===== src/rtl/mdio_pkg.sv =====
package mdio_pkg;
  localparam int FRAME_W = 64;
  localparam int PRE_W   = 32;
  localparam int DATA_W  = 16;
  localparam int FLD_W   = 5;
  localparam int CKSEL_W = 3;
  localparam int HALF_W  = 7;
  localparam int BIT_W   = $clog2(FRAME_W);
  localparam int TA_POS  = FRAME_W - DATA_W - 2;
  localparam int DAT_POS = FRAME_W - DATA_W;

  typedef struct packed {
    logic              c45;
    logic              rd;
    logic [FLD_W-1:0]  phy;
    logic [FLD_W-1:0]  sel;
    logic [31:0]       word;
  } mdio_cmd_t;

  function automatic logic [HALF_W-1:0] half_div(input logic [CKSEL_W-1:0] code);
    case (code)
      3'd1:    half_div = 7'd31;
      3'd2:    half_div = 7'd8;
      3'd3:    half_div = 7'd13;
      3'd4:    half_div = 7'd51;
      3'd5:    half_div = 7'd62;
      default: half_div = 7'd21;
    endcase
  endfunction

  function automatic logic [FRAME_W-1:0] mk_frame(input logic [1:0] st, input logic [1:0] op,
                                                  input logic [FLD_W-1:0] phy,
                                                  input logic [FLD_W-1:0] sel,
                                                  input logic [DATA_W-1:0] d);
    mk_frame = {{PRE_W{1'b1}}, st, op, phy, sel, 2'b10, d};
  endfunction
endpackage


===== src/rtl/mdio_mdc_gen.sv =====
module mdio_mdc_gen
  import mdio_pkg::*;
(
  input  logic               clk_i,
  input  logic               rst_ni,
  input  logic               en_i,
  input  logic [CKSEL_W-1:0] sel_i,
  output logic               mdc_o,
  output logic               rise_o,
  output logic               fall_o
);
  logic [HALF_W-1:0] cnt_q;
  logic [HALF_W-1:0] half;
  logic              mdc_q;
  logic              wrap;

  assign half   = half_div(sel_i);
  assign wrap   = en_i && (cnt_q == half - 7'd1);
  assign rise_o = wrap && !mdc_q;
  assign fall_o = wrap && mdc_q;
  assign mdc_o  = mdc_q;

  always_ff @(posedge clk_i or negedge rst_ni) begin
    if (!rst_ni) begin
      cnt_q <= '0;
      mdc_q <= 1'b0;
    end else if (!en_i) begin
      cnt_q <= '0;
      mdc_q <= 1'b0;
    end else if (wrap) begin
      cnt_q <= '0;
      mdc_q <= ~mdc_q;
    end else begin
      cnt_q <= cnt_q + 7'd1;
    end
  end
endmodule


===== src/rtl/mdio_frame_eng.sv =====
module mdio_frame_eng
  import mdio_pkg::*;
(
  input  logic              clk_i,
  input  logic              rst_ni,
  input  logic              start_i,
  input  mdio_cmd_t         cmd_i,
  input  logic              rise_i,
  input  logic              fall_i,
  input  logic              mdc_i,
  input  logic              mdio_i,
  output logic              active_o,
  output logic              done_o,
  output logic [DATA_W-1:0] rd_data_o,
  output logic              mdio_o,
  output logic              mdio_oe_o
);
  mdio_cmd_t          cmd_q;
  logic               active_q, more_q, rdf_q;
  logic [FRAME_W-1:0] sh_q;
  logic [BIT_W-1:0]   bit_q;
  logic [DATA_W-1:0]  rd_q;
  logic               last_bit;

  assign last_bit  = (bit_q == BIT_W'(FRAME_W - 1));
  assign done_o    = active_q && fall_i && last_bit && !more_q;
  assign active_o  = active_q;
  assign rd_data_o = rd_q;
  assign mdio_o    = sh_q[FRAME_W-1];
  assign mdio_oe_o = active_q && !(rdf_q && bit_q >= BIT_W'(TA_POS));

  always_ff @(posedge clk_i or negedge rst_ni) begin
    if (!rst_ni) begin
      cmd_q    <= '0;
      active_q <= 1'b0;
      more_q   <= 1'b0;
      rdf_q    <= 1'b0;
      sh_q     <= '0;
      bit_q    <= '0;
      rd_q     <= '0;
    end else if (start_i && !active_q) begin
      cmd_q    <= cmd_i;
      active_q <= 1'b1;
      bit_q    <= '0;
      if (cmd_i.c45) begin
        sh_q   <= mk_frame(2'b00, 2'b00, cmd_i.phy, cmd_i.sel, cmd_i.word[31:16]);
        rdf_q  <= 1'b0;
        more_q <= 1'b1;
      end else begin
        sh_q   <= mk_frame(2'b01, cmd_i.rd ? 2'b10 : 2'b01, cmd_i.phy, cmd_i.sel,
                           cmd_i.word[15:0]);
        rdf_q  <= cmd_i.rd;
        more_q <= 1'b0;
      end
    end else if (active_q) begin
      if (rise_i && rdf_q && bit_q >= BIT_W'(DAT_POS))
        rd_q <= {rd_q[DATA_W-2:0], mdio_i};
      if (fall_i) begin
        if (last_bit) begin
          bit_q <= '0;
          if (more_q) begin
            sh_q   <= mk_frame(2'b00, cmd_q.rd ? 2'b11 : 2'b01, cmd_q.phy, cmd_q.sel,
                               cmd_q.word[15:0]);
            rdf_q  <= cmd_q.rd;
            more_q <= 1'b0;
          end else begin
            active_q <= 1'b0;
            rdf_q    <= 1'b0;
          end
        end else begin
          sh_q  <= {sh_q[FRAME_W-2:0], 1'b0};
          bit_q <= bit_q + 1'b1;
        end
      end
    end
  end


  mdio_stable_chk: assert property (@(posedge clk_i) disable iff (!rst_ni)
    (active_q && mdc_i && $past(mdc_i)) |-> $stable(mdio_o));
endmodule


===== src/rtl/mdio_master.sv =====
module mdio_master
  import mdio_pkg::*;
(
  input  logic        clk_i,
  input  logic        rst_ni,
  input  logic        reg_valid_i,
  input  logic        reg_write_i,
  input  logic        reg_sel_i,
  input  logic [31:0] reg_wdata_i,
  output logic [31:0] reg_rdata_o,
  output logic        mdc_o,
  output logic        mdio_o,
  output logic        mdio_oe_o,
  input  logic        mdio_i
);
  localparam int BUSY_B = 0;
  localparam int C45_B  = 1;
  localparam int OPLO_B = 2;
  localparam int OPHI_B = 3;
  localparam int CK_LSB = 8;
  localparam int SEL_LSB = 16;
  localparam int PHY_LSB = SEL_LSB + FLD_W;

  logic [31:0]       cmd_q, data_q;
  logic              busy, cmd_wr, data_wr, launch;
  logic              eng_active, eng_done, rise, fall;
  logic [DATA_W-1:0] rd_data;
  mdio_cmd_t         eng_cmd;

  assign busy    = cmd_q[BUSY_B];
  assign cmd_wr  = reg_valid_i && reg_write_i && !reg_sel_i && !busy;
  assign data_wr = reg_valid_i && reg_write_i && reg_sel_i && !busy;
  assign launch  = cmd_wr && reg_wdata_i[BUSY_B] && reg_wdata_i[OPLO_B];
  assign reg_rdata_o = reg_sel_i ? data_q : cmd_q;

  assign eng_cmd.c45  = reg_wdata_i[C45_B];
  assign eng_cmd.rd   = reg_wdata_i[OPHI_B];
  assign eng_cmd.phy  = reg_wdata_i[PHY_LSB +: FLD_W];
  assign eng_cmd.sel  = reg_wdata_i[SEL_LSB +: FLD_W];
  assign eng_cmd.word = data_q;

  always_ff @(posedge clk_i or negedge rst_ni) begin
    if (!rst_ni) begin
      cmd_q  <= '0;
      data_q <= '0;
    end else begin
      if (cmd_wr)
        cmd_q <= {reg_wdata_i[31:1], launch};
      else if (eng_done)
        cmd_q[BUSY_B] <= 1'b0;
      if (data_wr)
        data_q <= reg_wdata_i;
      else if (eng_done && cmd_q[OPHI_B])
        data_q[DATA_W-1:0] <= rd_data;
    end
  end

  mdio_mdc_gen u_mdc (
    .clk_i  (clk_i),
    .rst_ni (rst_ni),
    .en_i   (eng_active),
    .sel_i  (cmd_q[CK_LSB +: CKSEL_W]),
    .mdc_o  (mdc_o),
    .rise_o (rise),
    .fall_o (fall)
  );

  mdio_frame_eng u_eng (
    .clk_i     (clk_i),
    .rst_ni    (rst_ni),
    .start_i   (launch),
    .cmd_i     (eng_cmd),
    .rise_i    (rise),
    .fall_i    (fall),
    .mdc_i     (mdc_o),
    .mdio_i    (mdio_i),
    .active_o  (eng_active),
    .done_o    (eng_done),
    .rd_data_o (rd_data),
    .mdio_o    (mdio_o),
    .mdio_oe_o (mdio_oe_o)
  );


  busy_hold_chk: assert property (@(posedge clk_i) disable iff (!rst_ni)
    (busy && !eng_done) |=> busy);

  cmd_ignore_chk: assert property (@(posedge clk_i) disable iff (!rst_ni)
    (busy && reg_valid_i && reg_write_i && !reg_sel_i) |=> $stable(cmd_q[31:1]));

  data_ignore_chk: assert property (@(posedge clk_i) disable iff (!rst_ni)
    (busy && reg_valid_i && reg_write_i && reg_sel_i && !eng_done) |=> $stable(data_q));

  mdc_idle_chk: assert property (@(posedge clk_i) disable iff (!rst_ni)
    !busy |-> !mdc_o);
endmodule


===== config.mk =====
export PLATFORM = sky130hd
export DESIGN_NAME = mdio_master
export DESIGN_NICKNAME = d
export VERILOG_FILES = /design/src/rtl/mdio_pkg.sv /design/src/rtl/mdio_mdc_gen.sv /design/src/rtl/mdio_frame_eng.sv /design/src/rtl/mdio_master.sv
export SDC_FILE = /design/constraint.sdc
export NUM_CORES = 1
export LEC_CHECK = 0
export BUFFER_PORTS_ARGS = -buffer_cell sky130_fd_sc_hd__buf_2
export CAP_MARGIN = 15
export CORE_ASPECT_RATIO = 0.7
export CORE_UTILIZATION = 50
export DETAILED_ROUTE_END_ITERATION = 6
export GPL_TIMING_DRIVEN = 0
export PLACE_DENSITY_LB_ADDON = 0.05
export SLEW_MARGIN = 20
export SYNTH_ARGS = -nofsm -noshare
export SYNTH_HDL_FRONTEND = slang
export SYNTH_SLANG_ARGS = --single-unit

===== constraint.sdc =====
create_clock -name clk_i -period 4.75 [get_ports clk_i]
set_input_delay 1.1875 -clock clk_i [delete_from_list [all_inputs] [get_ports clk_i]]
set_output_delay 1.1875 -clock clk_i [all_outputs]
set_load 0.01 [all_outputs]

==> impl_metrics.tcl <==
set metrics [dict create \
    coreArea_um2 17200 \
    finalCritPeriodShare 0.820 \
    cap_viol_max_count 0 \
    clk-insertion-delay-late_ps 430 \
    total_power_mw 5.01 \
    synthSimpleGateAreaFrac 0.0998 \
    htreeDepth 4 \
    avgSynthCellArea_um2 12.1 \
    hpwl_um 14700 \
    yosysTopAreaCellShare 0.536 \
    crit_type "input pin to output pin" \
    powerDensity_nw_per_um2 498 \
    portBuffers 71 \
    grt_pass1_wl_um 33900 \
    cts_tree "done" \
    gr-usage-met1 0.354 \
    vias 6109 \
    yosys.area_share.adder 0.00428 \
    place_congestion 0.843 \
    die_w_um 160 \
    design.die.area_um2 18100 \
    synth_mux_area_frac 0.206 \
    io_pins 73 \
    synth.area.top_cells "dfrtp_1, mux2_2, nand2_1" \
    cts_setup_buffers 0 \
    drive_above_1_share 0.341 \
    place_area_um2 9490 \
    met2_usage 0.372 \
    final_area_um2 10000 \
    final_common_cell "dfrtp_1" \
    netlist_instances 728 \
    min_period_ps 3890 \
    wl_per_cell_um 19.5 \
    clk_pin_slew_worst_paths_ps 70 \
    antenna_left 0 \
    cp-end-kind "output pin" \
    clockBufferDepth 2 \
    cts_root_buf "clkbuf_16" \
    async_flop_share 1.00 \
    grt_max_degree 75 \
    critPathArrivalTime_ps 2710 \
    worst_ep_required_time_ps 3560 \
    n_fill_cell 1379 \
    vdd_drop_max_v 0.000242 \
    final_cell_mix "dfrtp_1, mux2_2, nand2_1, buf_2, o22a_1" \
    pwr-share-seq 0.468 \
    synth_nets 769 \
    start_util 0.511 \
    power_frac_comb 0.257 \
    timing.rr.start "cmd_q[9]" \
    use_met3 0.0429 \
    fin_skew_ps 11.5 \
    status "complete, no violations" \
    dr.pass1.iters 5 \
    synth-compound-area-share 0.115 \
    yosysTopAreaCell "dfrtp_1" \
    holdCritPathClass "flop to flop" \
    tightest_slew_ps 795 \
    drt_iter0_drc 572 \
    max_freq_mhz 257 \
    grt-busiest-layer "met2" \
    drc 0 \
    syn_area_um2 8780 \
    cp-start-kind "input pin" \
    syn2layout_area_growth_pct 14.5 \
    crit_start "reg_sel_i" \
    dp_cells 1032 \
    final_cells 1064 \
    synth-seq-cells 188 \
    synthFlopType "dfrtp_1" \
    cp_max_fo 10 \
    clock_sinks 188 \
    antenna_found_initial 0 \
    cts_hold_buf 0 \
    ys_seq_area_frac 0.536 \
    die_h_um 113 \
    final_max_slew_viol_count 0 \
    p_int_mw 3.46 \
    synth_top_family_by_area "multiplexers" \
    grt_pass1_vias 6117 \
    switching_share 0.309 \
    ys_types 66 \
    fin_nets 861 \
    ctsResizeCount 0 \
    gr-total-overflow 0 \
    synth-edff-count 0 \
    slew-limit-headroom 0.470 \
    wirelength_um 20800 \
    track_usage 0.244 \
    vias_per_cell 5.74 \
    hold_violations 0 \
    min-delay-start "u_eng.cmd_q[40]" \
    core.rowCount 40 \
    yosysWarnings 0 \
    synth_xor_area_frac 0.0117 \
    clkPwrFrac 0.275 \
    cts_buffers 17 \
    switchingPower_mw 1.55 \
    rsz0062_at_grt "false" \
    p_leak_nw 4.52 \
    setup_viol 0 \
]
[per-layer routing]
layer | share of wire | routed length [µm] | vias to the layer above
met1 | 0.49 | 10200 | 3108
met3 | 0.037 | 764 | 29
li1 | - | - | 2821
met4 | 0.019 | 391 | 0
met5 | 0 | 0 | -
met2 | 0.46 | 9470 | 151
[synthesized netlist by cell type (all sizes together), types with 4 or more instances]
cell type  count
nor2b         15
xnor2          6
mux2         150
nand3         14
buf           22
dfrtp        188
a31oi         23
and2           5
and3           5
xor2           4
nand2        116
a21oi          5
clkbuf        29
nor2          15
o31ai          6
a221o          4
mux2i          8
o22a          33
o21ai         14
a211oi        16
[power groups by stage]
stage | clock, mW | combinational [mW] | sequential [mW]
3_3_place_gp | 0 | 1.25 | 2.35
6_report | 1.38 | 1.29 | 2.34
5_1_grt | 1.47 | 1.41 | 2.40
4_1_cts | 1.40 | 1.30 | 2.34
2_1_floorplan | 0 | 0.970 | 2.26
3_5_place_dp | 0 | 1.29 | 2.37
[logic make-up (layout without fill, tap and decap cells)]
| kind of cell | after synthesis | in the layout |
|---|---|---|
| AND/OR/NAND/NOR | 189 | 189 |
| flip-flops | 188 | 188 |
| multiplexers | 158 | 158 |
| AO/OA/AOI/OAI | 126 | 126 |
| buffers and inverters | 54 | 158 |
| XOR/XNOR | 10 | 10 |
| adder cells (fa/ha/maj) | 3 | 3 |
| other | 0 | 1 |
[registers in the layout, indices dropped and copies added, names as in the netlist, 6 cells and up]
register,count
u_eng.rd_data_o,16
cmd_q,32
u_eng.sh_q,64
u_mdc.cnt_q,7
u_eng.cmd_q,27
u_eng.bit_q,6
data_q,32
[stage by stage]
step                      hold slack [ps]   util  setup slack [ps]  setup TNS (ps)
after global placement                458  0.549              -540          -97810
after global routing                  500  0.585               776               0
after detailed placement              465  0.553               863               0
final                                 480  0.585               855               0
after floorplan                       445      -              1420               0
after CTS                             481  0.585               856               0
[path summary, 6_finish.rpt]
check	to	slack, ps	depth (start not counted)
worst max-delay path	reg_rdata_o[14]	860	4
worst min-delay path	u_eng.cmd_q[40]	480	2
worst max register to register	u_eng.sh_q[10]	1300	10
worst min register to register	u_eng.cmd_q[40]	480	2
max in group asynchronous	u_eng.sh_q[10]	3030	3
min in group asynchronous	u_mdc.cnt_q[5]	670	1
[final cells by class]
class	instances	area, µm²	share of cell area
clock buffer	19	443	0.0441
antenna	1	2.50	0.000249
multi-input combinational	486	3830	0.381
clock inverter	12	115	0.0115
inverter	3	11.3	0.00112
timing repair buffer	73	420	0.0418
sequential	188	4700	0.468
tap	231	289	0.0288
buffer	51	234	0.0233
[critical path: stages]
cell and delay [ps]:
clkbuf_1 340, clkbuf_1 610, mux2_2 420, buf_2 140
Power figures use the tool's default switching activity.
